[config.mk]
export PLATFORM = sky130hd
export DESIGN_NAME = pattern_vote
export DESIGN_NICKNAME = d
export VERILOG_FILES = /design/src/rtl/pattern_vote.sv
export SDC_FILE = /design/constraint.sdc
export NUM_CORES = 1
export LEC_CHECK = 0
export BUFFER_PORTS_ARGS = -buffer_cell sky130_fd_sc_hd__buf_4
export CAP_MARGIN = 10
export CORE_MARGIN = 2
export CORE_UTILIZATION = 42
export CTS_CLUSTER_SIZE = 14
export DETAILED_ROUTE_END_ITERATION = 10
export GPL_ROUTABILITY_DRIVEN = 0
export PLACE_DENSITY_LB_ADDON = 0.15
export SYNTH_ARGS = -nofsm -noshare
export SYNTH_HDL_FRONTEND = slang
export SYNTH_SLANG_ARGS = --single-unit
[constraint.sdc]
create_clock -name clk -period 3.21 [get_ports clk]
set_clock_uncertainty 0.05 [all_clocks]
set_input_delay 0.321 -clock clk [delete_from_list [all_inputs] [get_ports clk]]
set_output_delay 0.321 -clock clk [all_outputs]
set_load 0.01 [all_outputs]
[src/rtl/pattern_vote.sv]
module pattern_vote #(
  parameter int NLAYER = 8
) (
  input  logic              clk,
  input  logic              init,
  input  logic [2:0]        opcode,
  input  logic              force_rd,
  input  logic              block_rd,
  input  logic              wl,
  input  logic              dis_set,
  input  logic              dis_clr,
  input  logic [NLAYER-1:0] layer_hit,
  input  logic              rd_flag,
  output logic [4:0]        cfg_lines,
  output logic              match_q,
  output logic [NLAYER-1:0] map_q
);
  localparam int CW = $clog2(NLAYER + 1);

  logic          cfg_off, cfg_m0, cfg_m1, cfg_m2, cfg_need0;
  logic [CW-1:0] hits, miss;
  logic          thr_ok, layer0_ok, vote, dis_q;

  assign cfg_off   = (opcode[1:0] == 2'b00);
  assign cfg_m0    = (opcode[1:0] == 2'b01);
  assign cfg_m1    = (opcode[1:0] == 2'b10);
  assign cfg_m2    = (opcode[1:0] == 2'b11);
  assign cfg_need0 = opcode[2];
  assign cfg_lines = {cfg_need0, cfg_m2, cfg_m1, cfg_m0, cfg_off};

  always_comb begin
    hits = '0;
    for (int i = 0; i < NLAYER; i++) hits = hits + CW'(layer_hit[i]);
  end

  assign miss      = CW'(NLAYER) - hits;
  assign thr_ok    = (cfg_m0 & (miss == '0)) |
                     (cfg_m1 & (miss <= CW'(1))) |
                     (cfg_m2 & (miss <= CW'(2)));
  assign layer0_ok = ~cfg_need0 | layer_hit[0];
  assign vote      = ~block_rd & ~dis_q & (force_rd | (thr_ok & layer0_ok));

  always_ff @(posedge clk) begin
    if (init)                dis_q <= 1'b0;
    else if (wl && dis_clr)  dis_q <= 1'b0;
    else if (wl && dis_set)  dis_q <= 1'b1;
  end

  always_ff @(posedge clk) begin
    if (init) begin
      match_q <= 1'b0;
      map_q   <= '0;
    end else if (rd_flag) begin
      match_q <= vote;
      map_q   <= layer_hit;
    end
  end
endmodule

; After elaboration in Yosys (flattened, before gate mapping)
; Cells that the tools add are included.
[op_classes]
n_addsub = 8
magnitude_cmp = 2
eq_ne = 3
bitwise = 13
reduce_logical = 5
[op_table]
columns = cell, count
row1 = 4-bit by 1-bit adder with 4-bit output, 4
row2 = 1-bit AND, 6
row3 = 3-bit by 1-bit adder with 4-bit output, 1
row4 = 2-bit equality test (second input constant), 2
row5 = 4-bit by 1-bit less-or-equal comparator with 1-bit output (second input constant), 1
row6 = 4-bit by 2-bit less-or-equal comparator with 1-bit output (second input constant), 1
row7 = 4-bit zero test, 1
row8 = 1-bit bitwise OR, 4
row9 = 4-bit subtractor (first input constant), 1
row10 = 2-bit by 1-bit adder with 3-bit output, 1
row11 = 1-bit NOT, 3
row12 = 1-bit by 1-bit adder with 2-bit output, 1
row13 = 2-bit by 1-bit equality test with 1-bit output (second input constant), 1
row14 = 1-bit logical AND, 2
row15 = 2-bit zero test, 1
row16 = 2-bit OR reduction, 1
[totals]
register_bits = 10
input_bits = 19
out_inout_bits = 14
wordCells = 34

; Depth between registers and ports, before layout
; Gate-level depths: netlist of the first run.
[logic_depth]
word_depth = 15
depth_mapped = 9
mapped_depth_nobuf = 9

; Worst setup path after synthesis of the first run
; OpenSTA, ideal clock, no wires.
[synth_path]
path_kind = input to register
start = in layer_hit[1]
end = reg match_q
setup_ps = 71
arrival_time_ps = 2673
t_required_ps = 3089
setup_slack_ps = 417
path_stages = 9
path_buffers = 0
cell_sequence = inv_1 -> fa_1 -> ha_1 -> fa_1 -> fa_1 -> nor2b_1 -> a2111oi_4 -> nand3_1 -> a21oi_1
[synth_via]
elab_chain_cells = 15
elab_cells_between_ends = 19
cone_classes = add/sub: 8 / order compare: 2 / bitwise: 8 / reduce/logical: 1
[synth_lines]
columns = element, line
row1 = from (decl), 12  ; input logic [NLAYER-1:0] layer_hit,
row2 = 1-bit by 1-bit adder with 2-bit output (*), 33  ; for (int i = 0; i < NLAYER; i++) hits = hits + CW'(layer_hit[i]);
row3 = 2-bit by 1-bit adder with 3-bit output (*), 33
row4 = 3-bit by 1-bit adder with 4-bit output (*), 33
row5 = 4-bit by 1-bit adder with 4-bit output (*) (4 in series), 33
row6 = 4-bit subtractor (*), 36  ; assign miss = CW'(NLAYER) - hits;
row7 = 4-bit by 1-bit less-or-equal comparator with 1-bit output or 4-bit zero test (tied branches), "38, 37"
row8 = 1-bit AND (on tied branches), "38, 37"
row9 = 1-bit bitwise OR, 37  ; assign thr_ok = (cfg_m0 & (miss == '0)) |
row10 = 1-bit bitwise OR (*), 38  ; (cfg_m1 & (miss <= CW'(1))) |
row11 = 1-bit AND (*), 41  ; assign vote = ~block_rd & ~dis_q & (force_rd | (thr_ok & layer0_ok));
row12 = 1-bit bitwise OR (*), 41
row13 = 1-bit AND (*), 41
row14 = to (signal assigned), 54  ; match_q <= vote;
row15 = to (decl), 15  ; output logic match_q,
; Every way passes the cells marked *; elsewhere a longest branch is shown, timed or not.
; A chain may end at the register's enable or synchronous reset.

; Worst setup path after layout of the first run
; Same ends and word-level chain as after synthesis.

==> results by group, run 1 <==
Clocking
  • Clock Latency Late Sink: 0.26 ns
  • Level count of the clock H-tree: 1
  • Number of buffers on the longest clock path: 2
  • Hold Buf Count CTS: 0
  • Setup bufs post-CTS: 0
  • Post-cts resize count: 0
  • Sink Count: 10
  • Total clock buffers created by CTS: 3
  • Clock slew at reported path FFs: 0.06 ns
  • Clock tree from TritonCTS: done
  • Root cell of the clock tree: sky130_fd_sc_hd__clkbuf_4

Synthesis
  • Share of Yosys cell area claimed by the top area cell type: 32.5%
  • Cell taking the most area after synthesis: sky130_fd_sc_hd__dfxtp_1
  • Sequential cell area fraction in the yosys report: 32.5%
  • Flop and latch count out of synthesis: 10
  • Number of distinct standard cells referenced by the synthesized netlist: 15
  • Synthesized netlist cell count: 64
  • Top cells by area, synth: sky130_fd_sc_hd__dfxtp_1 (33%), sky130_fd_sc_hd__fa_1 (13%), sky130_fd_sc_hd__mux2i_1 (13%)
  • Number of warning messages in the yosys log: 0
  • Syn_area_per_cell: 9.62 µm²
  • Synth Cell Area: 616 µm²
  • Net Count, Synth: 90

Worst hold path
  • Worst Hold Class: in2reg

Die
  • Die outline area: 0.00179 mm²
  • Number of placed I/O pins: 33
  • Number of rows in the core area: 13
  • Vert. Die Dim: 42.3 µm
  • Horizontal die dimension: 42.3 µm
  • Standard cell core area: 0.00133 mm²
  • Starting density of the core: 46.2%

Power and ir drop
  • Power per Cell Area: 390 mW/mm²
  • Total leakage power: 0.000451 µW
  • Worst-case vdd ir drop: 306 µV

STA
  • Max Fclk: 0.361 GHz
  • Count of pins over their slew limit: 0
  • Final clock period utilization by the worst path: 86.2%
  • Number of hold violations in the final report: 0
  • Tmin final: 2.77 ns
  • Rel. slew slack: 83.7%
  • Setup slack of the critical path after layout: 0.443 ns
  • Sum of negative setup slack: 0 ns
  • Least-Margin Pin Slew: 0.245 ns
  • Unrepaired setup endpoints after global routing: false
  • Count of final setup violators: 0

Setup path
  • Kind of critical path: in2reg
  • Maximum cell stage delay along the critical path: 0.49 ns
  • Data required time of the worst path: 3.35 ns
  • Slowest cell on the critical path: sky130_fd_sc_hd__fa_1
  • Critical path launch point type: input port
  • Maximum fanout count along the critical path: 2
  • Type of element capturing the critical path: flop
  • Most frequent cell on the critical path: sky130_fd_sc_hd__fa_1
  • Cells traversed along the worst timing path: buf_4, inv_1, fa_1, ha_1, fa_1, fa_1, nor2b_1, a2111oi_4, nand3_1, a21oi_1
  • Worst endpoint data arrival time: 2.91 ns

Job
  • Maximum Capacitance Violations: 0

Detailed routing
  • DRC viols: 0
  • Number of iterations in the first detailed-routing pass: 3
  • Post-detailed-routing wire length: 1210 µm
  • Number of vias per cell after detailed routing: 4.64
  • Total vias in the final route: 496
  • Average wire length per cell after detail routing: 11.3 µm
  • ANT nets after route: 0
  • DRT iter0 DRCs: 5

Global routing
  • Vias in the first global route: 478
  • Largest net degree at the start of global routing: 11
  • Grt ovf: 0
  • Total Routing Usage GR: 14.9%
  • Wire length of the first global-routing pass: 2020 µm
  • Number of antenna violations at the first check in global routing: 0

Final layout
  • Fraction of final layout cells sized beyond drive strength 1: 40.2%
  • Final non-filler cell area: 848 µm²
  • Post-route core utilization: 63.6%
  • Antenna diodes: 0
  • Nets: 120
  • Number of filler cells placed in the layout: 128
  • Flip-flop and latch area: 200 µm²
  • Finished Layout Cells: 107
  • Area occupied by multi-input gates: 329 µm²
  • Area added between synthesis and finish: 37.8%

Placed design
  • Number of buffers added on ports: 32
  • Pre-CTS setup slack: 0.173 ns
  • Total placed instance area: 826 µm²
  • Placed instance count: 104

Outcome
  • Run status: finished, final reports clean
==> synthesized netlist by cell type <==
cell,n
sky130_fd_sc_hd__nor2_1,12
sky130_fd_sc_hd__dfxtp_1,10
sky130_fd_sc_hd__inv_1,10
sky130_fd_sc_hd__mux2i_1,8
sky130_fd_sc_hd__buf_4,6
sky130_fd_sc_hd__fa_1,4
sky130_fd_sc_hd__a21oi_1,3
sky130_fd_sc_hd__ha_1,3
sky130_fd_sc_hd__nor2b_1,2
sky130_fd_sc_hd__a2111oi_4,1
sky130_fd_sc_hd__a211oi_1,1
sky130_fd_sc_hd__clkbuf_1,1
sky130_fd_sc_hd__nand3_1,1
sky130_fd_sc_hd__nor3b_2,1
sky130_fd_sc_hd__o22ai_1,1
==> cells by family after synthesis <==
kind of cell	after synthesis	synth area share, %
AOI/OAI and AO/OA	6	9.15
muxes	8	13.0
and+or+nand+nor	16	12.2
adders and majority gates	7	19.1
DFF	10	32.5
buffers and inverters	17	14.0
==> sequential cells by signal, summed over array words and instances, names as in the netlist <==
| signal | cells |
|---|---|
| match_q | 1 |
| dis_q | 1 |
| map_q | 8 |
==> metrics by stage <==
stage,hold WS [ns],power (µW)
2_1_floorplan,0.367,213
5_1_grt,0.193,353
6_report,0.190,331
3_5_place_dp,0.435,254
3_3_place_gp,0.429,251
4_1_cts,0.184,337
==> report_power, final <==
part / internal, µW / total (µW) / switching (µW)
clock: 43.1 / 81.2 / 38.2
combinational: 62.7 / 114 / 51.5
sequential: 132 / 136 / 3.85
==> critical path: cells and delay by family <==
family | cells | cell delay, ns
simple gates | 2 | 0.28
fa+ha+maj | 4 | 1.71
compound gates | 2 | 0.46
buf+inv | 2 | 0.12
==> final timing paths <==
| path | startpoint | endpoint | slack (ns) | cells after the start |
|---|---|---|---|---|
| min | dis_clr | dis_q | 0.19 | 2 |
| max reg2reg | dis_q | match_q | 2.31 | 3 |
| max | layer_hit[1] | match_q | 0.44 | 10 |
| min reg2reg | map_q[2] | map_q[2] | 0.45 | 2 |
==> cells in the final DEF, fill, tap and decap left out <==
cell and count:
sky130_fd_sc_hd__a21oi_1 3, sky130_fd_sc_hd__a2111oi_4 1, sky130_fd_sc_hd__clkbuf_4 3, sky130_fd_sc_hd__nor2b_1 2, sky130_fd_sc_hd__o22ai_1 1, sky130_fd_sc_hd__nor2_1 12, sky130_fd_sc_hd__dfxtp_1 10, sky130_fd_sc_hd__fa_1 4
sky130_fd_sc_hd__nor3b_2 1, sky130_fd_sc_hd__ha_1 3, sky130_fd_sc_hd__mux2i_1 8, sky130_fd_sc_hd__a211oi_1 1, sky130_fd_sc_hd__nand3_1 1, sky130_fd_sc_hd__inv_1 10, sky130_fd_sc_hd__buf_4 32
==> metal layers <==
layer / share of wire, % / track usage, % / vias to the layer above
met5: 0 / 0 / -
met2: 51 / 23.1 / 15
met1: 42 / 19.0 / 223
met4: 0.99 / 11.3 / 0
li1: - / - / 256
met3: 5.9 / 1.29 / 2
==> layout make-up <==
type / count / share of cell area [%]
Inverter: 10 / 4.42
Sequential cell: 10 / 23.6
Multi-Input combinational cell: 37 / 38.8
Clock buffer: 3 / 2.65
Timing Repair Buffer: 32 / 28.3
Tap cell: 15 / 2.21
Power figures use the tool's default switching activity.
==> run 2: changes to the inputs <==
--- a/config.mk
+++ b/config.mk
@@ -7,8 +7,10 @@
 export LEC_CHECK = 0
 export BUFFER_PORTS_ARGS = -buffer_cell sky130_fd_sc_hd__buf_4
 export CAP_MARGIN = 10
+export CELL_PAD_IN_SITES_DETAIL_PLACEMENT = 2
+export CELL_PAD_IN_SITES_GLOBAL_PLACEMENT = 2
 export CORE_MARGIN = 2
-export CORE_UTILIZATION = 42
+export CORE_UTILIZATION = 23
 export CTS_CLUSTER_SIZE = 14
 export DETAILED_ROUTE_END_ITERATION = 10
 export GPL_ROUTABILITY_DRIVEN = 0
==> results by group, run 2 (synthesized netlist as in run 1, its figures left out) <==
Placed design
  • Total placed instance area: 845 µm² (was 826 µm²)
  • Number of buffers added on ports: 32 (unchanged)
  • Final HPWL DP: 1270 µm
  • Placed instance count: 119 (was 104)

Setup path
  • Setup slack of the most critical reg-to-reg path: 2.33 ns (was 2.31 ns)
  • Maximum cell stage delay along the critical path: 0.50 ns (was 0.49 ns)
  • Worst endpoint data arrival time: 2.89 ns (was 2.91 ns)
  • Critical path launch point type: input port (unchanged)
  • Number of cell instances on the worst register-to-register path: 3 (unchanged)
  • Capture instance of the worst register-to-register path: match_q (unchanged)
  • Maximum fanout count along the critical path: 2 (unchanged)
  • Data required time of the worst path: 3.35 ns (about the same)
  • Type of element capturing the critical path: flop (unchanged)
  • Slowest cell on the critical path: sky130_fd_sc_hd__fa_1 (unchanged)
  • Cells traversed along the worst timing path: buf_4, inv_1, fa_1, ha_1, fa_1, fa_1, nor2b_1, a2111oi_4, nand3_1, a21oi_1 (unchanged)
  • Most frequent cell on the critical path: sky130_fd_sc_hd__fa_1 (unchanged)
  • Kind of critical path: in2reg (unchanged)
  • Startpoint of the most critical register-to-register path: dis_q (unchanged)

STA
  • Rel. slew slack: 84.7% (was 83.7%)
  • Sum of negative setup slack: 0 ns (unchanged)
  • Max Fclk: 0.365 GHz (was 0.361 GHz)
  • Count of pins over their slew limit: 0 (unchanged)
  • Final clock period utilization by the worst path: 85.4% (was 86.2%)
  • Worst hold slack across all endpoints: 0.189 ns (was 0.190 ns)
  • Unrepaired setup endpoints after global routing: false (unchanged)
  • Count of final setup violators: 0 (unchanged)
  • Least-Margin Pin Slew: 0.230 ns (was 0.245 ns)
  • Tmin final: 2.74 ns (was 2.77 ns)
  • Number of hold violations in the final report: 0 (unchanged)

Detailed routing
  • Average wire length per cell after detail routing: 12.3 µm (was 11.3 µm)
  • Total vias in the final route: 513 (was 496)
  • DRT iter0 DRCs: 1 (was 5)
  • Number of iterations in the first detailed-routing pass: 2 (was 3)
  • Post-detailed-routing wire length: 1500 µm (was 1210 µm)
  • Number of vias per cell after detailed routing: 4.20 (was 4.64)
  • ANT nets after route: 0 (unchanged)
  • DRC viols: 0 (unchanged)

Global routing
  • Number of antenna violations at the first check in global routing: 0 (unchanged)
  • Vias in the first global route: 551 (was 478)
  • Wire length of the first global-routing pass: 2540 µm (was 2020 µm)
  • Largest net degree at the start of global routing: 11 (unchanged)
  • Total Routing Usage GR: 10.5% (was 14.9%)
  • Grt ovf: 0 (unchanged)

Power and ir drop
  • Worst-case vdd ir drop: 154 µV (was 306 µV)
  • Total leakage power: 0.000451 µW (unchanged)
  • Power per Cell Area: 386 mW/mm² (was 390 mW/mm²)

Clocking
  • Total clock buffers created by CTS: 3 (unchanged)
  • Clock tree from TritonCTS: done (unchanged)
  • Post-cts resize count: 0 (unchanged)
  • Root cell of the clock tree: sky130_fd_sc_hd__clkbuf_4 (unchanged)
  • Clock Latency Late Sink: 0.26 ns (about the same)
  • Clock slew at reported path FFs: 0.06 ns (about the same)
  • Setup bufs post-CTS: 0 (unchanged)
  • Number of buffers on the longest clock path: 2 (unchanged)
  • Hold Buf Count CTS: 0 (unchanged)
  • Sink Count: 10 (unchanged)
  • Level count of the clock H-tree: 1 (unchanged)

Final layout
  • Number of filler cells placed in the layout: 298 (was 128)
  • Nets: 120 (unchanged)
  • Antenna diodes: 0 (unchanged)
  • Most flops, register: map_q (unchanged)
  • Commonest non-fill, non-tap cells in the layout: sky130_fd_sc_hd__buf_4 (32), sky130_fd_sc_hd__nor2_1 (12), sky130_fd_sc_hd__inv_1 (10), sky130_fd_sc_hd__dfxtp_1 (10), sky130_fd_sc_hd__mux2i_1 (8) (unchanged)
  • Largest register FFs: 8 (unchanged)
  • Top Registers: map_q x8, dis_q x1, match_q x1 (unchanged)
  • Finished Layout Cells: 122 (was 107)
  • Final non-filler cell area: 867 µm² (was 848 µm²)
  • Area added between synthesis and finish: 40.9% (was 37.8%)
  • Commonest non-fill, non-tap cell in the layout: sky130_fd_sc_hd__buf_4 (unchanged)
  • Fraction of final layout cells sized beyond drive strength 1: 40.2% (unchanged)
  • Post-route core utilization: 34.7% (was 63.6%)

Die
  • Number of placed I/O pins: 33 (unchanged)
  • Number of rows in the core area: 18 (was 13)
  • Standard cell core area: 0.00250 mm² (was 0.00133 mm²)
  • Horizontal die dimension: 55.7 µm (was 42.3 µm)
  • Die outline area: 0.00311 mm² (was 0.00179 mm²)
  • Vert. Die Dim: 55.7 µm (was 42.3 µm)
  • Starting density of the core: 24.6% (was 46.2%)

Worst hold path
  • Worst Hold Path Cells: 2 (unchanged)
  • Worst Hold Class: in2reg (unchanged)
  • Worst min-delay path endpoint: dis_q (unchanged)
  • Worst hold start: dis_clr (unchanged)

Outcome
  • Run status: finished, final reports clean (unchanged)

Job
  • Maximum Capacitance Violations: 0 (unchanged)
==> run 2: critical path, delay by kind of cell <==
kind | cells | cell delay [ns]
AO/OA/AOI/OAI | 2 | 0.42
adder cells (fa/ha/maj) | 4 | 1.66
buffers and inverters | 2 | 0.19
AND/OR/NAND/NOR | 2 | 0.28
==> run 2: routing by layer <==
| metal | global-route usage [%] | share of wire, % | vias to the layer above |
|---|---|---|---|
| met4 | 5.23 | 2.1 | 0 |
| met5 | 0 | 0 | - |
| met2 | 18.0 | 49 | 19 |
| met1 | 12.5 | 43 | 236 |
| li1 | - | - | 254 |
| met3 | 1.86 | 6.1 | 4 |
==> run 2: through the flow <==
stage	total power [µW]	setup WS [ns]
3_5_place_dp	258	0.188
6_report	335	0.469
4_1_cts	344	0.458
5_1_grt	361	0.276
2_1_floorplan	213	0.417
3_3_place_gp	255	0.233
==> run 2: cell type report <==
| type | count | area (µm²) | share of cell area, % |
|---|---|---|---|
| timing repair buffer | 32 | 240 | 27.7 |
| sequential | 10 | 200 | 23.1 |
| inverter | 10 | 37.5 | 4.33 |
| tap | 30 | 37.5 | 4.33 |
| multi-input combinational | 37 | 329 | 38.0 |
| clock buffer | 3 | 22.5 | 2.60 |
==> run 2: worst max path at each step <==
stage / cells after the start / end / from / slack [ns]
after detailed placement: 10 / match_q / layer_hit[2] / 0.19
after CTS: 10 / match_q / layer_hit[2] / 0.46
final: 10 / match_q / layer_hit[2] / 0.47
after global placement: 10 / match_q / layer_hit[1] / 0.23
after floorplan: 9 / match_q / layer_hit[1] / 0.42
after global routing: 10 / match_q / layer_hit[2] / 0.28
==> run 2: power breakdown <==
group | total, µW | internal [µW] | switching [µW]
Sequential | 136 | 132 | 3.95
Clock | 82.2 | 43.1 | 39.1
Combinational | 117 | 63.7 | 53.1
Total | 335 | 239 | 96.1
==> run 3: changes to the inputs <==
--- a/config.mk
+++ b/config.mk
@@ -10,11 +10,12 @@
 export CELL_PAD_IN_SITES_DETAIL_PLACEMENT = 2
 export CELL_PAD_IN_SITES_GLOBAL_PLACEMENT = 2
 export CORE_MARGIN = 2
-export CORE_UTILIZATION = 23
+export CORE_UTILIZATION = 25
 export CTS_CLUSTER_SIZE = 14
 export DETAILED_ROUTE_END_ITERATION = 10
 export GPL_ROUTABILITY_DRIVEN = 0
 export PLACE_DENSITY_LB_ADDON = 0.15
+export SETUP_SLACK_MARGIN = 0.05
 export SYNTH_ARGS = -nofsm -noshare
 export SYNTH_HDL_FRONTEND = slang
 export SYNTH_SLANG_ARGS = --single-unit
==> constraint.sdc (replaced) <==
create_clock -name clk -period 3.35 [get_ports clk]
set_clock_uncertainty 0.05 [all_clocks]
set_input_delay 0.335 -clock clk [delete_from_list [all_inputs] [get_ports clk]]
set_output_delay 0.335 -clock clk [all_outputs]
set_load 0.01 [all_outputs]
==> results by group, run 3 (synthesized netlist as in run 1, its figures left out) <==
Outcome
  • Run status: finished, final reports clean (unchanged)

Global routing
  • Total Routing Usage GR: 10.8% (was 10.5%)
  • Largest net degree at the start of global routing: 11 (unchanged)
  • Vias in the first global route: 489 (was 551)
  • Wire length of the first global-routing pass: 2100 µm (was 2540 µm)
  • Grt ovf: 0 (unchanged)
  • Number of antenna violations at the first check in global routing: 0 (unchanged)

Setup path
  • Critical path launch point type: input port (unchanged)
  • Kind of critical path: in2reg (unchanged)
  • Data required time of the worst path: 3.50 ns (was 3.35 ns)
  • Worst endpoint data arrival time: 2.88 ns (was 2.89 ns)
  • Type of element capturing the critical path: flop (unchanged)
  • Maximum fanout count along the critical path: 2 (unchanged)

Detailed routing
  • Number of vias per cell after detailed routing: 4.43 (was 4.20)
  • Total vias in the final route: 536 (was 513)
  • Post-detailed-routing wire length: 1400 µm (was 1500 µm)
  • ANT nets after route: 0 (unchanged)
  • Number of iterations in the first detailed-routing pass: 1 (was 2)
  • DRC viols: 0 (unchanged)
  • Average wire length per cell after detail routing: 11.5 µm (was 12.3 µm)
  • DRT iter0 DRCs: 0 (was 1)

Clocking
  • Root cell of the clock tree: sky130_fd_sc_hd__clkbuf_4 (unchanged)
  • Post-cts resize count: 0 (unchanged)
  • Total clock buffers created by CTS: 3 (unchanged)
  • Sink Count: 10 (unchanged)
  • Clock Latency Late Sink: 0.26 ns (about the same)
  • Number of buffers on the longest clock path: 2 (unchanged)
  • Setup bufs post-CTS: 0 (unchanged)
  • Clock tree from TritonCTS: done (unchanged)
  • Clock slew at reported path FFs: 0.07 ns (was 0.06 ns)
  • Level count of the clock H-tree: 1 (unchanged)
  • Hold Buf Count CTS: 0 (unchanged)

Placed design
  • Number of buffers added on ports: 32 (unchanged)
  • Final HPWL DP: 1150 µm (was 1270 µm)

Final layout
  • Commonest non-fill, non-tap cells in the layout: sky130_fd_sc_hd__buf_4 (32), sky130_fd_sc_hd__nor2_1 (12), sky130_fd_sc_hd__inv_1 (10), sky130_fd_sc_hd__dfxtp_1 (10), sky130_fd_sc_hd__mux2i_1 (8) (unchanged)
  • Antenna diodes: 0 (unchanged)
  • Largest register FFs: 8 (unchanged)
  • Post-route core utilization: 38.6% (was 34.7%)
  • Area added between synthesis and finish: 42.7% (was 40.9%)
  • Commonest non-fill, non-tap cell in the layout: sky130_fd_sc_hd__buf_4 (unchanged)
  • Top Registers: map_q x8, dis_q x1, match_q x1 (unchanged)
  • Nets: 120 (unchanged)
  • Most flops, register: map_q (unchanged)
  • Fraction of final layout cells sized beyond drive strength 1: 40.9% (was 40.2%)

Power and ir drop
  • Total leakage power: 0.000458 µW (was 0.000451 µW)
  • Worst-case vdd ir drop: 200 µV (was 154 µV)
  • Power per Cell Area: 402 mW/mm² (was 386 mW/mm²)

Die
  • Horizontal die dimension: 53.6 µm (was 55.7 µm)
  • Number of placed I/O pins: 33 (unchanged)
  • Starting density of the core: 27.0% (was 24.6%)
  • Die outline area: 0.00288 mm² (was 0.00311 mm²)
  • Vert. Die Dim: 53.6 µm (was 55.7 µm)
  • Number of rows in the core area: 17 (was 18)
  • Standard cell core area: 0.00228 mm² (was 0.00250 mm²)

STA
  • Count of final setup violators: 0 (unchanged)
  • Final clock period utilization by the worst path: 81.3%
  • Number of hold violations in the final report: 0 (unchanged)
  • Tmin final: 2.72 ns
  • Sum of negative setup slack: 0 ns (unchanged)
  • Unrepaired setup endpoints after global routing: false (unchanged)
  • Count of pins over their slew limit: 0 (unchanged)
  • Max Fclk: 0.367 GHz
  • Rel. slew slack: 83.5% (was 84.7%)
  • Least-Margin Pin Slew: 0.247 ns (was 0.230 ns)

Worst hold path
  • Worst Hold Class: in2reg (unchanged)

Job
  • Maximum Capacitance Violations: 0 (unchanged)
run 3: changes by cell type in the layout (fill, tap and decap cells not counted), sizes merged:
cell / change
clkbuf: +1
run 3: worst max-delay path, stage by stage:
cell	delay, ns
sky130_fd_sc_hd__buf_4	0.08
sky130_fd_sc_hd__inv_1	0.05
sky130_fd_sc_hd__fa_1	0.48
sky130_fd_sc_hd__ha_1	0.22
sky130_fd_sc_hd__fa_1	0.49
sky130_fd_sc_hd__fa_1	0.51
sky130_fd_sc_hd__nor2b_1	0.17
sky130_fd_sc_hd__a2111oi_4	0.32
sky130_fd_sc_hd__nand3_1	0.11
sky130_fd_sc_hd__a21oi_1	0.12
run 3: layout make-up:
cell class,instances,area [µm²]
tap,28,35.0
inverter,10,37.5
multi-input combinational,37,329
sequential,10,200
fill,270,1400
clock buffer,4,36.3
timing repair buffer,32,240
run 3: layer usage:
layer  vias to the layer above  global-route usage [%]  part of all wire, %
met2                        22                    17.1                   47
met4                         0                    7.69                  2.1
met5                         -                       0                    0
met3                         4                    3.33                  9.1
met1                       253                    12.3                   42
li1                        257                       -                    -
run 3: path summary, 6_finish.rpt:
kind                                    from  slack, ns       end  cells after the start
worst max-delay path            layer_hit[1]       0.63   match_q                     10
worst min-delay path                 dis_clr       0.19     dis_q                      2
worst max register to register         dis_q       2.50   match_q                      3
worst min register to register      map_q[5]       0.46  map_q[5]                      2
run 3: power by group:
part | leakage, µW | total (µW) | switching [µW] | internal, µW
Sequential | 0.0000825 | 130 | 3.74 | 126
Clock | 0.0000210 | 112 | 45.5 | 66.0
Combinational | 0.000354 | 112 | 50.9 | 61.0
run 3: through the flow:
stage / cells / total power [µW] / setup slack (ns) / instance area (µm²) / hold slack (ns)
final: 121 / 353 / 0.628 / 878 / 0.195
after global routing: 121 / 380 / 0.501 / 878 / 0.192
after CTS: 121 / 362 / 0.610 / 878 / 0.185
after detailed placement: 117 / 247 / 0.326 / 842 / 0.439
after global placement: 117 / 241 / 0.405 / 842 / 0.427
after floorplan: 64 / 204 / 0.543 / 616 / 0.381
